--- config.mk ---
export PLATFORM = sky130hd
export DESIGN_NAME = mmio_lo_router
export DESIGN_NICKNAME = d
export VERILOG_FILES = /design/src/rtl/mmio_router_pkg.sv /design/src/rtl/mmio_win_cmp.sv /design/src/rtl/mmio_overlap_chk.sv /design/src/rtl/mmio_dest_sel.sv /design/src/rtl/mmio_lo_router.sv
export SDC_FILE = /design/constraint.sdc
export NUM_CORES = 2
export LEC_CHECK = 0
export BUFFER_PORTS_ARGS = -buffer_cell sky130_fd_sc_hd__buf_2
export CORE_MARGIN = 2
export CORE_UTILIZATION = 40
export DETAILED_ROUTE_END_ITERATION = 12
export GPL_TIMING_DRIVEN = 0
export PLACE_DENSITY = 0.66
export SLEW_MARGIN = 40
export SYNTH_ARGS = -nofsm -noshare
export SYNTH_HDL_FRONTEND = slang
export SYNTH_SLANG_ARGS = --single-unit
export TNS_END_PERCENT = 5
--- constraint.sdc ---
create_clock -name clk -period 6.5 [get_ports clk]
set_clock_uncertainty 0.15 [all_clocks]
set_input_delay 1.3 -clock clk [delete_from_list [all_inputs] [get_ports clk]]
set_output_delay 1.3 -clock clk [all_outputs]
set_load 0.03 [all_outputs]
--- src/rtl/mmio_router_pkg.sv ---
package mmio_router_pkg;
  localparam int unsigned ADDR_W = 32;
  localparam int unsigned GRAN_W = 20;
  localparam int unsigned MB_W   = ADDR_W - GRAN_W;
  localparam int unsigned NPORT  = 6;
  localparam int unsigned NWIN   = 2 * NPORT;
  localparam int unsigned DEST_W = NPORT + 5;
  // destination bit positions after the port bits
  localparam int unsigned D_SUB  = NPORT;
  localparam int unsigned D_LOC  = NPORT + 1;
  localparam int unsigned D_CFG  = NPORT + 2;
  localparam int unsigned D_ABT  = NPORT + 3;
  localparam int unsigned D_PASS = NPORT + 4;
endpackage

--- src/rtl/mmio_win_cmp.sv ---
module mmio_win_cmp #(
  parameter int unsigned MB_W    = 12,
  parameter logic [MB_W-1:0] BAND_TOP = 12'hFE0
) (
  input  logic [MB_W-1:0] base_i,
  input  logic [MB_W-1:0] limit_i,
  input  logic [MB_W-1:0] tolm_i,
  input  logic [MB_W-1:0] addr_mb_i,
  input  logic            off_i,
  output logic            en_o,
  output logic            hit_o,
  output logic            outband_o
);
  always_comb begin
    en_o      = !off_i && (limit_i >= base_i);
    hit_o     = en_o && (addr_mb_i >= base_i) && (addr_mb_i <= limit_i);
    outband_o = en_o && ((base_i < tolm_i) || (limit_i >= BAND_TOP));
  end
endmodule

--- src/rtl/mmio_overlap_chk.sv ---
module mmio_overlap_chk #(
  parameter int unsigned NWIN = 12,
  parameter int unsigned MB_W = 12
) (
  input  logic [NWIN-1:0]      en_i,
  input  logic [NWIN*MB_W-1:0] base_i,
  input  logic [NWIN*MB_W-1:0] limit_i,
  output logic                 overlap_o
);
  always_comb begin
    overlap_o = 1'b0;
    for (int i = 0; i < NWIN; i++) begin
      for (int j = i + 1; j < NWIN; j++) begin
        if (en_i[i] && en_i[j] &&
            (base_i[i*MB_W +: MB_W] <= limit_i[j*MB_W +: MB_W]) &&
            (base_i[j*MB_W +: MB_W] <= limit_i[i*MB_W +: MB_W]))
          overlap_o = 1'b1;
      end
    end
  end
endmodule

--- src/rtl/mmio_dest_sel.sv ---
module mmio_dest_sel
  import mmio_router_pkg::*;
(
  input  logic [NWIN-1:0]   hit_i,
  input  logic              cfg_hit_i,
  input  logic              in_chip_i,
  input  logic              in_fix_i,
  input  logic              is_cpu_i,
  input  logic              in_band_i,
  output logic [DEST_W-1:0] dest_o
);
  logic              any_hit;
  logic [NPORT-1:0]  port_sel;

  always_comb begin
    any_hit  = 1'b0;
    port_sel = '0;
    for (int w = 0; w < NWIN; w++) begin
      if (hit_i[w] && !any_hit) begin
        any_hit = 1'b1;
        port_sel[w/2] = 1'b1;
      end
    end
  end

  always_comb begin
    dest_o = '0;
    if (cfg_hit_i)
      dest_o[D_CFG] = 1'b1;
    else if (in_chip_i) begin
      if (in_fix_i && is_cpu_i) dest_o[D_LOC] = 1'b1;
      else                      dest_o[D_ABT] = 1'b1;
    end else if (in_band_i) begin
      if (any_hit) dest_o[NPORT-1:0] = port_sel;
      else         dest_o[D_SUB] = 1'b1;
    end else
      dest_o[D_PASS] = 1'b1;
  end
endmodule

--- src/rtl/mmio_lo_router.sv ---
module mmio_lo_router
  import mmio_router_pkg::*;
#(
  parameter int unsigned     SRC_W   = 2,
  parameter logic [SRC_W-1:0] CPU_SRC = '0,
  parameter int unsigned     CFG_MB  = 256,
  parameter logic [MB_W-1:0] CHIP_LO = 12'hFE0,
  parameter logic [MB_W-1:0] CHIP_HI = 12'hFEB,
  parameter logic [MB_W-1:0] FIX_LO  = 12'hFE6,
  parameter logic [MB_W-1:0] FIX_HI  = 12'hFE6
) (
  input  logic                  clk,
  input  logic                  rst,
  input  logic                  req_valid_i,
  input  logic [ADDR_W-1:0]     req_addr_i,
  input  logic [SRC_W-1:0]      req_src_i,
  input  logic [MB_W-1:0]       tolm_i,
  input  logic [NPORT*MB_W-1:0] mem_base_i,
  input  logic [NPORT*MB_W-1:0] mem_limit_i,
  input  logic [NPORT*MB_W-1:0] pf_base_i,
  input  logic [NPORT*MB_W-1:0] pf_limit_i,
  input  logic [NPORT-1:0]      pf_high_i,
  input  logic                  cfgwin_en_i,
  input  logic [MB_W-1:0]       cfgwin_base_i,
  output logic                  dest_valid_o,
  output logic [DEST_W-1:0]     dest_o,
  output logic                  config_error_o
);
  localparam int unsigned CW_W = MB_W + 1;
  localparam logic [CW_W-1:0] CFG_SPAN = CW_W'(CFG_MB);

  logic [MB_W-1:0]      addr_mb;
  logic [NWIN*MB_W-1:0] win_base, win_limit;
  logic [NWIN-1:0]      win_en, win_hit, win_out;
  logic                 overlap, cfg_hit, in_chip, in_fix, in_band, is_cpu;
  logic [DEST_W-1:0]    dest_c;
  logic [CW_W-1:0]      cfg_end;

  assign addr_mb = req_addr_i[ADDR_W-1:GRAN_W];

  // window w: port w/2, even = memory, odd = prefetchable
  for (genvar w = 0; w < NWIN; w++) begin : g_win
    localparam int unsigned P = w / 2;
    if (w % 2 == 0) begin : g_mem
      assign win_base[w*MB_W +: MB_W]  = mem_base_i[P*MB_W +: MB_W];
      assign win_limit[w*MB_W +: MB_W] = mem_limit_i[P*MB_W +: MB_W];
    end else begin : g_pf
      assign win_base[w*MB_W +: MB_W]  = pf_base_i[P*MB_W +: MB_W];
      assign win_limit[w*MB_W +: MB_W] = pf_limit_i[P*MB_W +: MB_W];
    end
    mmio_win_cmp #(.MB_W(MB_W), .BAND_TOP(CHIP_LO)) u_cmp (
      .base_i   (win_base[w*MB_W +: MB_W]),
      .limit_i  (win_limit[w*MB_W +: MB_W]),
      .tolm_i   (tolm_i),
      .addr_mb_i(addr_mb),
      .off_i    ((w % 2 == 1) ? pf_high_i[P] : 1'b0),
      .en_o     (win_en[w]),
      .hit_o    (win_hit[w]),
      .outband_o(win_out[w])
    );
  end

  mmio_overlap_chk #(.NWIN(NWIN), .MB_W(MB_W)) u_ovl (
    .en_i     (win_en),
    .base_i   (win_base),
    .limit_i  (win_limit),
    .overlap_o(overlap)
  );

  always_comb begin
    cfg_end = {1'b0, cfgwin_base_i} + CFG_SPAN;
    cfg_hit = cfgwin_en_i && (addr_mb >= cfgwin_base_i) && ({1'b0, addr_mb} < cfg_end);
    in_chip = (addr_mb >= CHIP_LO) && (addr_mb <= CHIP_HI);
    in_fix  = (addr_mb >= FIX_LO) && (addr_mb <= FIX_HI);
    in_band = (addr_mb >= tolm_i) && (addr_mb < CHIP_LO);
    is_cpu  = (req_src_i == CPU_SRC);
  end

  mmio_dest_sel u_sel (
    .hit_i    (win_hit),
    .cfg_hit_i(cfg_hit),
    .in_chip_i(in_chip),
    .in_fix_i (in_fix),
    .is_cpu_i (is_cpu),
    .in_band_i(in_band),
    .dest_o   (dest_c)
  );

  always_ff @(posedge clk) begin
    if (rst) begin
      dest_valid_o   <= 1'b0;
      dest_o         <= '0;
      config_error_o <= 1'b0;
    end else begin
      dest_valid_o   <= req_valid_i;
      dest_o         <= req_valid_i ? dest_c : '0;
      config_error_o <= overlap | (|win_out);
    end
  end
endmodule

==> flow_summary.yaml <==
logic_synthesis:
  yosysUniqueCellTypes: 68
  syn_area_mm2: 0.0479
  synth_seq_cells: 13
  seq_area_frac_synth_pct: 0.544
  ys.flop_type: "dfxtp_1"
  ys_async_sr_fraction_pct: 0
  synth-edff-count: 0
  yosys_warnings: 0
  synthCells: 5666
  synth_area_leader_cell: "ha_1"
  synth.top_cell.area_share_pct: 56.9
  syn-num-nets: 8199
  avgSynthCellArea_um2: 8.45
  ys_top_cells_by_area: "ha_1 57%, a21oi_1 6.3%, a21o_1 5.6%"
pwr:
  power.switching_w: 0.00273
  p_sw_share_pct: 63.2
  p_leak_nw: 27.0
  power.internal_w: 0.00159
  power_frac_clock_pct: 2.8
  combinationalPowerShare_pct: 95.3
  total_power_w: 0.00431
  power_frac_seq_pct: 1.9
  powerDensity_mw_per_mm2: 83.0
  peakVddDrop_v: 0.000146
critical_path:
  slowest_stage: "nor4_1"
  crit_arrival_ns: 6.24
  crit_type: "input port to flop"
  endpoint_kind: "flop"
  worst-path-buf-inv: 3
  path_max_fanout: 13
  critical_path_required_ns: 6.37
  path_cells: "buf_2, inv_1, ha_1, a21oi_1, nand2_1, a211oi_1, a2bb2oi_2, buf_2, o22ai_1, nor4_1, a41oi_1, a221oi_1, a41oi_1"
  slowest_delay_ns: 0.67
  start_kind: "input port"
  crit_family: "compound AO/OA/AOI/OAI gates"
clock_tree:
  postCtsSetupRepairBufs: 0
  hold_buffers: 0
  clk_path_buf_depth: 2
  cts_tree: "built"
  cts.htree.levels: 1
  cts_buffers: 3
  cts_root_buf: "clkbuf_16"
  path_clk_slew_ns: 0.04
  clock-sinks: 13
  cts-resized-gates: 0
place:
  dp_cells: 7619
  dp_slack_ns: 0.350
  dp_hpwl_um: 172000
  io_buffers: 348
  dpl-instance-area_mm2: 0.0518
  gp_congestion: 1.06
die:
  core.rowCount: 126
  dieArea_mm2: 0.122
  coreArea_mm2: 0.118
  start_util_pct: 40.4
  top_level_ports: 369
  die_h_um: 350
  die_w_um: 350
drt:
  routed-via-count: 53600
  wl_met2_um: 98400
  drt_iter0_markers: 6497
  wl_met1_um: 92600
  vias_per_cell: 7.01
  routedWlPerCell_um: 32.7
  wl_um: 250000
  drc: 0
  final_antenna_net_count: 0
  met3_wirelength_um: 34000
  top_layer: "met5"
  dr.pass1.iters: 8
min_path:
  hold_path_class: "input port to flop"
  hold_path_startpoint: "req_src_i[0]"
  min_path_cells: 3
  holdPathEnd: "dest_o[9]"
timing:
  setup_slack_ns: 0.129
  worst_pin_slew_ns: 1.02
  fin_crit_sh_pct: 98.0
  setup_viol: 0
  hold_violations: 0
  rsz0062_at_grt: "no"
  finalMaxSlewViolations: 0
  max_freq_mhz: 157
  slew_headroom_pct: 31.7
  tns_ns: 0
  period_minus_slack_ns: 6.37
grt:
  antenna_found_initial: 43
  grt_pass1_vias: 49800
  grt_usage_pct: 39.1
  grt_max_degree: 29
  grt_overflow: 0
  grt_pass1_wl_um: 346000
finish:
  syn_to_final_growth_pct: 8.60
  fin_cells: 7646
  layout-drive-gt1-share_pct: 7.80
  final_area_mm2: 0.0520
  layout.nets: 8558
  fillCellCount: 11600
flow_run:
  maxCapViolations: 0
outcome:
  status: "completed"
-- state kept, by name, indices dropped and copies added (netlist names) --
signal / cells
config_error_o: 1
dest_valid_o: 1
dest_o: 11
-- cell usage in the layout (no fill, tap or decap), types with 20 or more instances in the layout --
master     netlist  routed
ha_1          2177    2177
a21oi_1        607     605
nand4_1        425     425
a21o_1         359     359
buf_2            2     341
inv_1          340     265
nand2_1        185     185
o21ai_0        172     168
nand3_1        163     163
nor2b_1        152     152
nor2_1         145     145
a211oi_1       138     136
o211ai_1       116     116
nor3_1         115     115
a2111oi_0       94      85
inv_2            0      67
nand2b_1        61      61
o21a_1          56      56
o22ai_1         31      30
a31oi_1         26      26
a211o_1         23      23
diode_2          0      22
and3_1          20      20
or3_1           20      20
-- cell usage after synthesis (10+ instances only) --
library cell and n:
a2111oi_0 94, a211o_1 23, a211oi_1 138, a21boi_0 14, a21o_1 359, a21oi_1 607
a221oi_1 13, a31oi_1 26, and3_1 20, and4_1 15, dfxtp_1 13, ha_1 2177
inv_1 340, nand2_1 185, nand2b_1 61, nand3_1 163, nand4_1 425, nor2_1 145
nor2b_1 152, nor3_1 115, nor4_1 20, o2111ai_1 14, o211ai_1 116, o21a_1 56
o21ai_0 172, o21ai_1 16, o21bai_1 10, o22ai_1 31, o31ai_1 12, or3_1 20
-- how the worst max path moves through the flow --
| stage | from | endpoint | slack (ns) | depth (start not counted) |
|---|---|---|---|---|
| after floorplan | req_addr_i[20] | dest_o[5] | 2.27 | 12 |
| after global placement | pf_base_i[5] | config_error_o | -0.41 | 12 |
| after detailed placement | mem_base_i[14] | config_error_o | 0.35 | 13 |
| after CTS | mem_base_i[14] | config_error_o | 0.59 | 13 |
| after global routing | pf_base_i[22] | config_error_o | 0.35 | 13 |
| final | pf_base_i[22] | config_error_o | 0.13 | 13 |
-- final cells by class --
type	count	area, um2	area share (%)
Inverter	341	1280	2.47
Clock buffer	3	75.1	0.144
Sequential cell	13	260	0.501
Clock inverter	1	5.00	0.00963
Tap cell	1600	2000	3.85
Buffer	4	26.3	0.0506
Timing Repair Buffer	354	1840	3.53
Antenna cell	22	55.1	0.106
Multi-Input combinational cell	5308	46400	89.3
-- layer usage --
metal  vias to the layer above  GRT usage [%]
met1                     24900           47.5
met3                      1255           11.5
met2                      3875           57.7
li1                      23600              -
met4                        36           29.7
met5                         -              0
-- power by group through the flow --
stage / Combinational, W / Sequential (W) / Clock, W
2_1_floorplan: 0.00228 / 0.0000891 / 0
3_3_place_gp: 0.00368 / 0.0000843 / 0
3_5_place_dp: 0.00387 / 0.0000843 / 0
4_1_cts: 0.00389 / 0.0000828 / 0.000123
5_1_grt: 0.00442 / 0.0000828 / 0.000125
6_report: 0.00411 / 0.0000827 / 0.000122
-- logic make-up after synthesis --
logic type               after synthesis  share of synthesized area [%]
flip-flops                            13                          0.544
buffers and inverters                345                           2.73
adder cells (fa/ha/maj)             2177                           56.9
AND/OR/NAND/NOR                     1344                           15.3
AO/OA/AOI/OAI                       1785                           24.5
XOR/XNOR                               2                         0.0366
-- per-stage QoR --
stage          hold slack (ns)  util (%)
2_1_floorplan             1.22         -
3_3_place_gp              1.42      43.6
3_5_place_dp              1.44      43.7
4_1_cts                   1.18      43.8
5_1_grt                   1.23      43.9
6_report                  1.19      43.9
No activity file was read; power rests on OpenSTA's default activity.
